File: config.mk
export PLATFORM = sky130hd
export DESIGN_NAME = fuse_burn_seq
export DESIGN_NICKNAME = d
export VERILOG_FILES = /design/src/rtl/fseq_pkg.sv /design/src/rtl/fseq_cnt.sv /design/src/rtl/fseq_shreg.sv /design/src/rtl/fuse_burn_seq.sv
export SDC_FILE = /design/constraint.sdc
export NUM_CORES = 1
export LEC_CHECK = 0
export ABC_AREA = 1
export ABC_CLOCK_PERIOD_IN_PS = 1600
export BUFFER_PORTS_ARGS = -buffer_cell sky130_fd_sc_hd__buf_2
export CAP_MARGIN = 10
export CORE_AREA = 2 2 106 118
export DETAILED_ROUTE_END_ITERATION = 12
export DIE_AREA = 0 0 108 120
export PLACE_DENSITY_LB_ADDON = 0.08
export SLEW_MARGIN = 0
export SYNTH_ARGS = -nofsm -noshare
export SYNTH_HDL_FRONTEND = slang
export SYNTH_SLANG_ARGS = --single-unit
File: constraint.sdc
create_clock -name clk -period 1.6 [get_ports clk]
set_input_delay 0.4 -clock clk [delete_from_list [all_inputs] [get_ports clk]]
set_output_delay 0.4 -clock clk [all_outputs]
set_load 0.005 [all_outputs]
File: src/rtl/fseq_pkg.sv
package fseq_pkg;

    typedef enum logic [2:0] {
        S_IDLE = 3'd0,
        S_READ = 3'd1,
        S_SKIP = 3'd2,
        S_RLXA = 3'd3,
        S_STRB = 3'd4,
        S_RLXB = 3'd5,
        S_POST = 3'd6
    } fseq_state_e;

endpackage

File: src/rtl/fseq_cnt.sv
module fseq_cnt #(
    parameter int W = 8
) (
    input  logic         clk,
    input  logic         rst_n,
    input  logic         load_i,
    input  logic [W-1:0] val_i,
    output logic         zero_o
);

    logic [W-1:0] cnt_d, cnt_q;

    always_comb begin
        cnt_d = cnt_q;
        if (load_i) begin
            cnt_d = val_i;
        end else if (cnt_q != '0) begin
            cnt_d = cnt_q - W'(1);
        end
    end

    always_ff @(posedge clk or negedge rst_n) begin
        if (!rst_n) begin
            cnt_q <= '0;
        end else begin
            cnt_q <= cnt_d;
        end
    end

    assign zero_o = (cnt_q == '0);

endmodule

File: src/rtl/fseq_shreg.sv
module fseq_shreg #(
    parameter int W = 32
) (
    input  logic         clk,
    input  logic         rst_n,
    input  logic         load_i,
    input  logic [W-1:0] val_i,
    input  logic         shift_i,
    output logic         lsb_o,
    output logic         nxt_o
);

    logic [W-1:0] sr_d, sr_q;

    always_comb begin
        sr_d = sr_q;
        if (load_i) begin
            sr_d = val_i;
        end else if (shift_i) begin
            sr_d = {1'b0, sr_q[W-1:1]};
        end
    end

    always_ff @(posedge clk or negedge rst_n) begin
        if (!rst_n) begin
            sr_q <= '0;
        end else begin
            sr_q <= sr_d;
        end
    end

    assign lsb_o = sr_q[0];
    assign nxt_o = sr_q[1];

endmodule

File: src/rtl/fuse_burn_seq.sv
module fuse_burn_seq
    import fseq_pkg::*;
#(
    parameter int WORD_W   = 32,
    parameter int ADDR_W   = 7,
    parameter int PROG_W   = 12,
    parameter int RELAX_W  = 4,
    parameter int READ_W   = 6,
    parameter int POST_CYC = 200
) (
    input  logic                      clk,
    input  logic                      rst_n,
    input  logic                      start_i,
    input  logic [ADDR_W-1:0]         addr_i,
    input  logic [WORD_W-1:0]         data_i,
    input  logic [PROG_W-1:0]         tp_prog_i,
    input  logic [RELAX_W-1:0]        tp_relax_i,
    input  logic [READ_W-1:0]         tp_read_i,
    input  logic [WORD_W-1:0]         fuse_word_i,
    output logic [ADDR_W-1:0]         fuse_addr_o,
    output logic                      fuse_rd_o,
    output logic                      pgm_o,
    output logic [$clog2(WORD_W)-1:0] pgm_bit_o,
    output logic                      busy_o,
    output logic                      done_o,
    output logic                      ready_o
);

    localparam int IDX_W   = $clog2(WORD_W);
    localparam int LAST    = WORD_W - 1;
    localparam int RD_SPAN = READ_W + RELAX_W + 2;
    localparam int PST_W   = $clog2(POST_CYC + 1);
    localparam int CW_A    = (PROG_W > RD_SPAN) ? PROG_W : RD_SPAN;
    localparam int CNT_W   = (CW_A > PST_W) ? CW_A : PST_W;

    typedef struct packed {
        fseq_state_e        st;
        logic [IDX_W-1:0]   bit_idx;
        logic [ADDR_W-1:0]  addr;
        logic [WORD_W-1:0]  data;
        logic [PROG_W-1:0]  prog;
        logic [RELAX_W-1:0] relax;
        logic               done;
    } ctl_t;

    ctl_t ctl_d, ctl_q;

    logic              cnt_ld;
    logic [CNT_W-1:0]  cnt_val;
    logic              cnt_zero;
    logic              sh_ld;
    logic              sh_shift;
    logic [WORD_W-1:0] sh_val;
    logic              sh_lsb;
    logic              sh_nxt;
    logic              adv;

    fseq_cnt #(.W(CNT_W)) u_cnt (
        .clk    (clk),
        .rst_n  (rst_n),
        .load_i (cnt_ld),
        .val_i  (cnt_val),
        .zero_o (cnt_zero)
    );

    fseq_shreg #(.W(WORD_W)) u_shreg (
        .clk     (clk),
        .rst_n   (rst_n),
        .load_i  (sh_ld),
        .val_i   (sh_val),
        .shift_i (sh_shift),
        .lsb_o   (sh_lsb),
        .nxt_o   (sh_nxt)
    );

    // Next-state computation for the whole sequencer.
    always_comb begin
        ctl_d    = ctl_q;
        ctl_d.done = 1'b0;
        cnt_ld   = 1'b0;
        cnt_val  = '0;
        sh_ld    = 1'b0;
        sh_shift = 1'b0;
        sh_val   = ctl_q.data & ~fuse_word_i;
        adv      = 1'b0;

        unique case (ctl_q.st)
            S_IDLE: begin
                if (start_i) begin
                    ctl_d.st    = S_READ;
                    ctl_d.addr  = addr_i;
                    ctl_d.data  = data_i;
                    ctl_d.prog  = tp_prog_i;
                    ctl_d.relax = tp_relax_i;
                    cnt_ld      = 1'b1;
                    // read strobe plus a relax period on each side, minus one
                    cnt_val     = CNT_W'(tp_read_i) + (CNT_W'(tp_relax_i) << 1)
                                + CNT_W'(1);
                end
            end
            S_READ: begin
                if (cnt_zero) begin
                    sh_ld         = 1'b1;
                    ctl_d.bit_idx = '0;
                    if (sh_val[0]) begin
                        ctl_d.st = S_RLXA;
                        cnt_ld   = 1'b1;
                        cnt_val  = CNT_W'(ctl_q.relax);
                    end else begin
                        ctl_d.st = S_SKIP;
                    end
                end
            end
            S_SKIP: begin
                adv = 1'b1;
            end
            S_RLXA: begin
                if (cnt_zero) begin
                    ctl_d.st = S_STRB;
                    cnt_ld   = 1'b1;
                    cnt_val  = (ctl_q.prog == '0) ? '0
                             : CNT_W'(ctl_q.prog) - CNT_W'(1);
                end
            end
            S_STRB: begin
                if (cnt_zero) begin
                    ctl_d.st = S_RLXB;
                    cnt_ld   = 1'b1;
                    cnt_val  = CNT_W'(ctl_q.relax);
                end
            end
            S_RLXB: begin
                if (cnt_zero) begin
                    adv = 1'b1;
                end
            end
            S_POST: begin
                if (cnt_zero) begin
                    ctl_d.st = S_IDLE;
                end
            end
            default: begin
                ctl_d.st = S_IDLE;
            end
        endcase

        // Move to the next bit, or finish after the top bit.
        if (adv) begin
            if (ctl_q.bit_idx == IDX_W'(LAST)) begin
                ctl_d.st   = S_POST;
                ctl_d.done = 1'b1;
                cnt_ld     = 1'b1;
                cnt_val    = CNT_W'(POST_CYC - 1);
            end else begin
                sh_shift      = 1'b1;
                ctl_d.bit_idx = ctl_q.bit_idx + IDX_W'(1);
                if (sh_nxt) begin
                    ctl_d.st = S_RLXA;
                    cnt_ld   = 1'b1;
                    cnt_val  = CNT_W'(ctl_q.relax);
                end else begin
                    ctl_d.st = S_SKIP;
                end
            end
        end
    end

    always_ff @(posedge clk or negedge rst_n) begin
        if (!rst_n) begin
            ctl_q <= '0;
        end else begin
            ctl_q <= ctl_d;
        end
    end

    assign fuse_addr_o = ctl_q.addr;
    assign fuse_rd_o   = (ctl_q.st == S_READ);
    assign pgm_o       = (ctl_q.st == S_STRB);
    assign pgm_bit_o   = ctl_q.bit_idx;
    assign busy_o      = (ctl_q.st != S_IDLE) && (ctl_q.st != S_POST);
    assign done_o      = ctl_q.done;
    assign ready_o     = (ctl_q.st == S_IDLE);

    // Strobe state is only reachable with a 1 in the shift register LSB.
    logic unused_lsb;
    assign unused_lsb = sh_lsb;

endmodule

==> out/summary.txt <==
Run status = complete, but fails checks
Failing checks = negative setup slack
Avg WL per Cell = 17.41 um
Yosys top cell by area = dfrtp_1
Leakage = 4.404 nW
XOR/XNOR Fraction of Synth Area = 2.589%
Crit path DAT = 2140 ps
DRC = 0
Clock skew = 7.053 ps
All-Layer GR Usage = 29.54%
RSZ-0062 raised after global routing = true
NetSw = 6.837 mW
Maximum clock rate = 539.3 MHz
Area growth from synthesis to layout = 55.67%
Worst-Skew Late Latency = 370 ps
WP depth = 11
TritonCTS clock tree = done
Yosys reg bits = 107
Die Ht = 120 um
Initial antenna violation count = 0
CTS sink count = 107
Multiplexer share of the synthesized area = 0%
Row cnt = 42
Crit-path cells = ha_2, nand2_1, nor2_1, ha_2, inv_2, nand2_4, clkinv_4, nor2_4, buf_12, nand2_2, o211ai_1
Clock buffer depth = 2
Dpl cells = 1046
Number of DRC violations after detailed-routing iteration 0 = 333
Max_cap viols = 0
Register share of total power = 29.4%
CP most frequent cell = ha_2
Final setup viols = 56
Crit-path slowest cell = dfrtp_1
Cell internal pwr = 9.537 mW
Max-slew headroom = 65.42%
N_diodes = 0
Core Box Area = 11820 um^2
Min-Delay Path Class = in2async
Final Hold Vio Count = 0
Vias in the first global route = 6203
WP data required = 1880 ps
Root Driver = clkbuf_16
Worst slew pin tran = 518.7 ps
Via count = 5939
Startpoint Class = flip-flop
Ratio of cells with drive above 1 in the final layout = 45.43%
R2r worst-path depth = 11
Die area = 12960 um^2
Max FO, Critical Path = 7
Die width = 108 um
Routed Wire Length = 19420 um
Largest family of logic cells by synthesized area = simple AND/OR/NAND/NOR gates
Cells after Synth = 718
Critical Path Max Stage Delay = 370 ps
Ys async rst share = 100.0%
Drt pass-1 iters = 5
Count of cell types in the netlist = 36
Fin nets = 1064
Post-Synth Adder-Cell Area = 2.523%
Complex-gate fraction of the synthesized area = 9.745%
Io pins = 113
Clock Pin Slew Worst Setup and Hold Paths = 80 ps
Number of flops mapped to enable cells by yosys = 0
Global-route wire length before repair = 29610 um
Average cell area after synthesis = 8.011 um^2
Post-route ant nets = 0
Simple logic cell fraction of the synthesized area = 30.39%
Top-count cell post-synth = nand2_1
Power Dens Cells = 1829 nW/um^2
Syn. warnings = 0
Hold WS = 32.12 ps
Post-DP HPWL = 11830 um
Critical path endpoint category = flip-flop
H-tree depth = 3
Synth Cell Area = 5752 um^2
Setup slack after layout = -254.4 ps
Sequential area share after synthesis = 46.55%
Critical setup path kind = reg2reg
Total power = 16.37 mW
Largest net degree at the start of global routing = 67
Num CTS Buffers = 9
Top cells by area, synth = dfrtp_1, nand2_1, nand3b_1, nand3_1, inv_1
VDD IR max = 0.9934 mV
Routability Congestion = 0.8776
Sw Ratio = 41.75%
Clock power share = 14.1%
Max Slew Vio Count = 0
Synth Flop Type = dfrtp_1
Via density = 5.322
Post-CTS Hold Buffers = 0
Grt ovf = 0
Most frequent cells after synthesis = nand2_1, dfrtp_1, inv_1, nor2_1, nand3_1
Share of the synthesized area in the top cell type = 46.55%
Buf+Inv Stages, Crit Path = 3
Crit path max-delay family = simple AND/OR/NAND/NOR gates
Final worst path period need = 1854 ps
Logic pwr share = 56.5%
Port buffer count = 112
Non-Filler Instances = 1116
Post-Syn Nets = 825
Initial Util = 48.65%
Tcrit/Tclk final = 115.9%
power groups by stage:
stage	clock network (mW)	registers, mW	logic, mW
detailed placement	0	4.64	6.31
global route	2.45	4.94	10.0
floorplan	0	4.49	3.84
finish	2.31	4.82	9.25
CTS	2.32	4.70	8.01
global placement	0	4.59	6.17
final cells by class:
type / instances / area (um^2)
Multi-Input combinational cell: 512 / 3262
Fill cell: 856 / 2870
Sequential cell: 107 / 2680
Timing Repair Buffer: 265 / 2238
Inverter: 62 / 274.0
Clock buffer: 10 / 239.0
Tap cell: 154 / 192.7
Clock inverter: 6 / 67.56
logic make-up (layout without fill, tap and decap cells):
kind of cell    Yosys count  after routing
fa+ha+maj                11             11
compound gates           92             92
buf+inv                  99            343
xor+xnor                 17             17
simple gates            392            392
flops                   107            107
layout by cell type, fill, tap and decap left out, types with 10 or more instances in the layout:
master / instances
nor2_4: 17
inv_1: 41
nor2_2: 12
o21ai_0: 23
nand2_2: 31
xor2_1: 13
clkbuf_16: 12
o211ai_1: 26
nand3b_1: 29
nor2_1: 32
buf_6: 37
buf_12: 11
o21ai_1: 10
nand2_1: 185
nand3_2: 15
inv_2: 14
dfrtp_1: 105
buf_2: 107
nand3_1: 24
nand2_4: 20
buf_4: 97
final timing paths:
| path | startpoint | to | slack (ps) |
|---|---|---|---|
| worst max-delay path | pgm_bit_o[1] | u_shreg.sr_q[6] | -250 |
| worst min-delay path | rst_n | ctl_q[12] | 30 |
| worst max register to register | pgm_bit_o[1] | u_shreg.sr_q[6] | -250 |
| worst min register to register | fuse_addr_o[1] | fuse_addr_o[1] | 480 |
| max in group asynchronous | rst_n | u_shreg.sr_q[1] | 1120 |
| min in group clk | data_i[19] | ctl_q[36] | 220 |
registers in the layout (all words and copies together) (netlist names):
name	flops
pgm_bit_o	5
done_o	1
u_shreg.sr_q	31
u_cnt.cnt_q	12
ctl_q	51
fuse_addr_o	7
metal layers:
layer / vias up / track usage, % / part of all wire [%]
met5: - / 0 / 0
met4: 0 / 14.58 / 4.3
met3: 62 / 4.074 / 3.7
met2: 179 / 52.95 / 54
met1: 2889 / 34.14 / 38
li1: 2809 / - / -
stage by stage:
stage          setup slack (ps)  TNS, ps  cell area [um^2]  util [%]
6_report                 -254.4   -11030              8954     75.72
4_1_cts                  -217.3    -8702              8389     70.95
3_3_place_gp             -287.6    -5277              7117     60.19
2_1_floorplan            -29.63   -244.4              5791         -
3_5_place_dp             -277.7    -8222              7117     60.19
5_1_grt                  -345.3   -15290              8954     75.72
worst reg2reg max path, delay by kind of cell (launching register included):
family	cells	cell delay, ps
adder cells (fa/ha/maj)	2	460
AND/OR/NAND/NOR	5	550
buffers and inverters	3	310
AO/OA/AOI/OAI	1	80
flip-flops	1	370
timing repair:
item | in CTS | in global routing
pin swaps | 36 | 48
gates resized for setup | 155 | 101
cloned | 9 | 3
endpoints found under the setup margin | 103 | 111
setup buffers | 27 | 18
No activity file was read; power rests on OpenSTA's default activity.
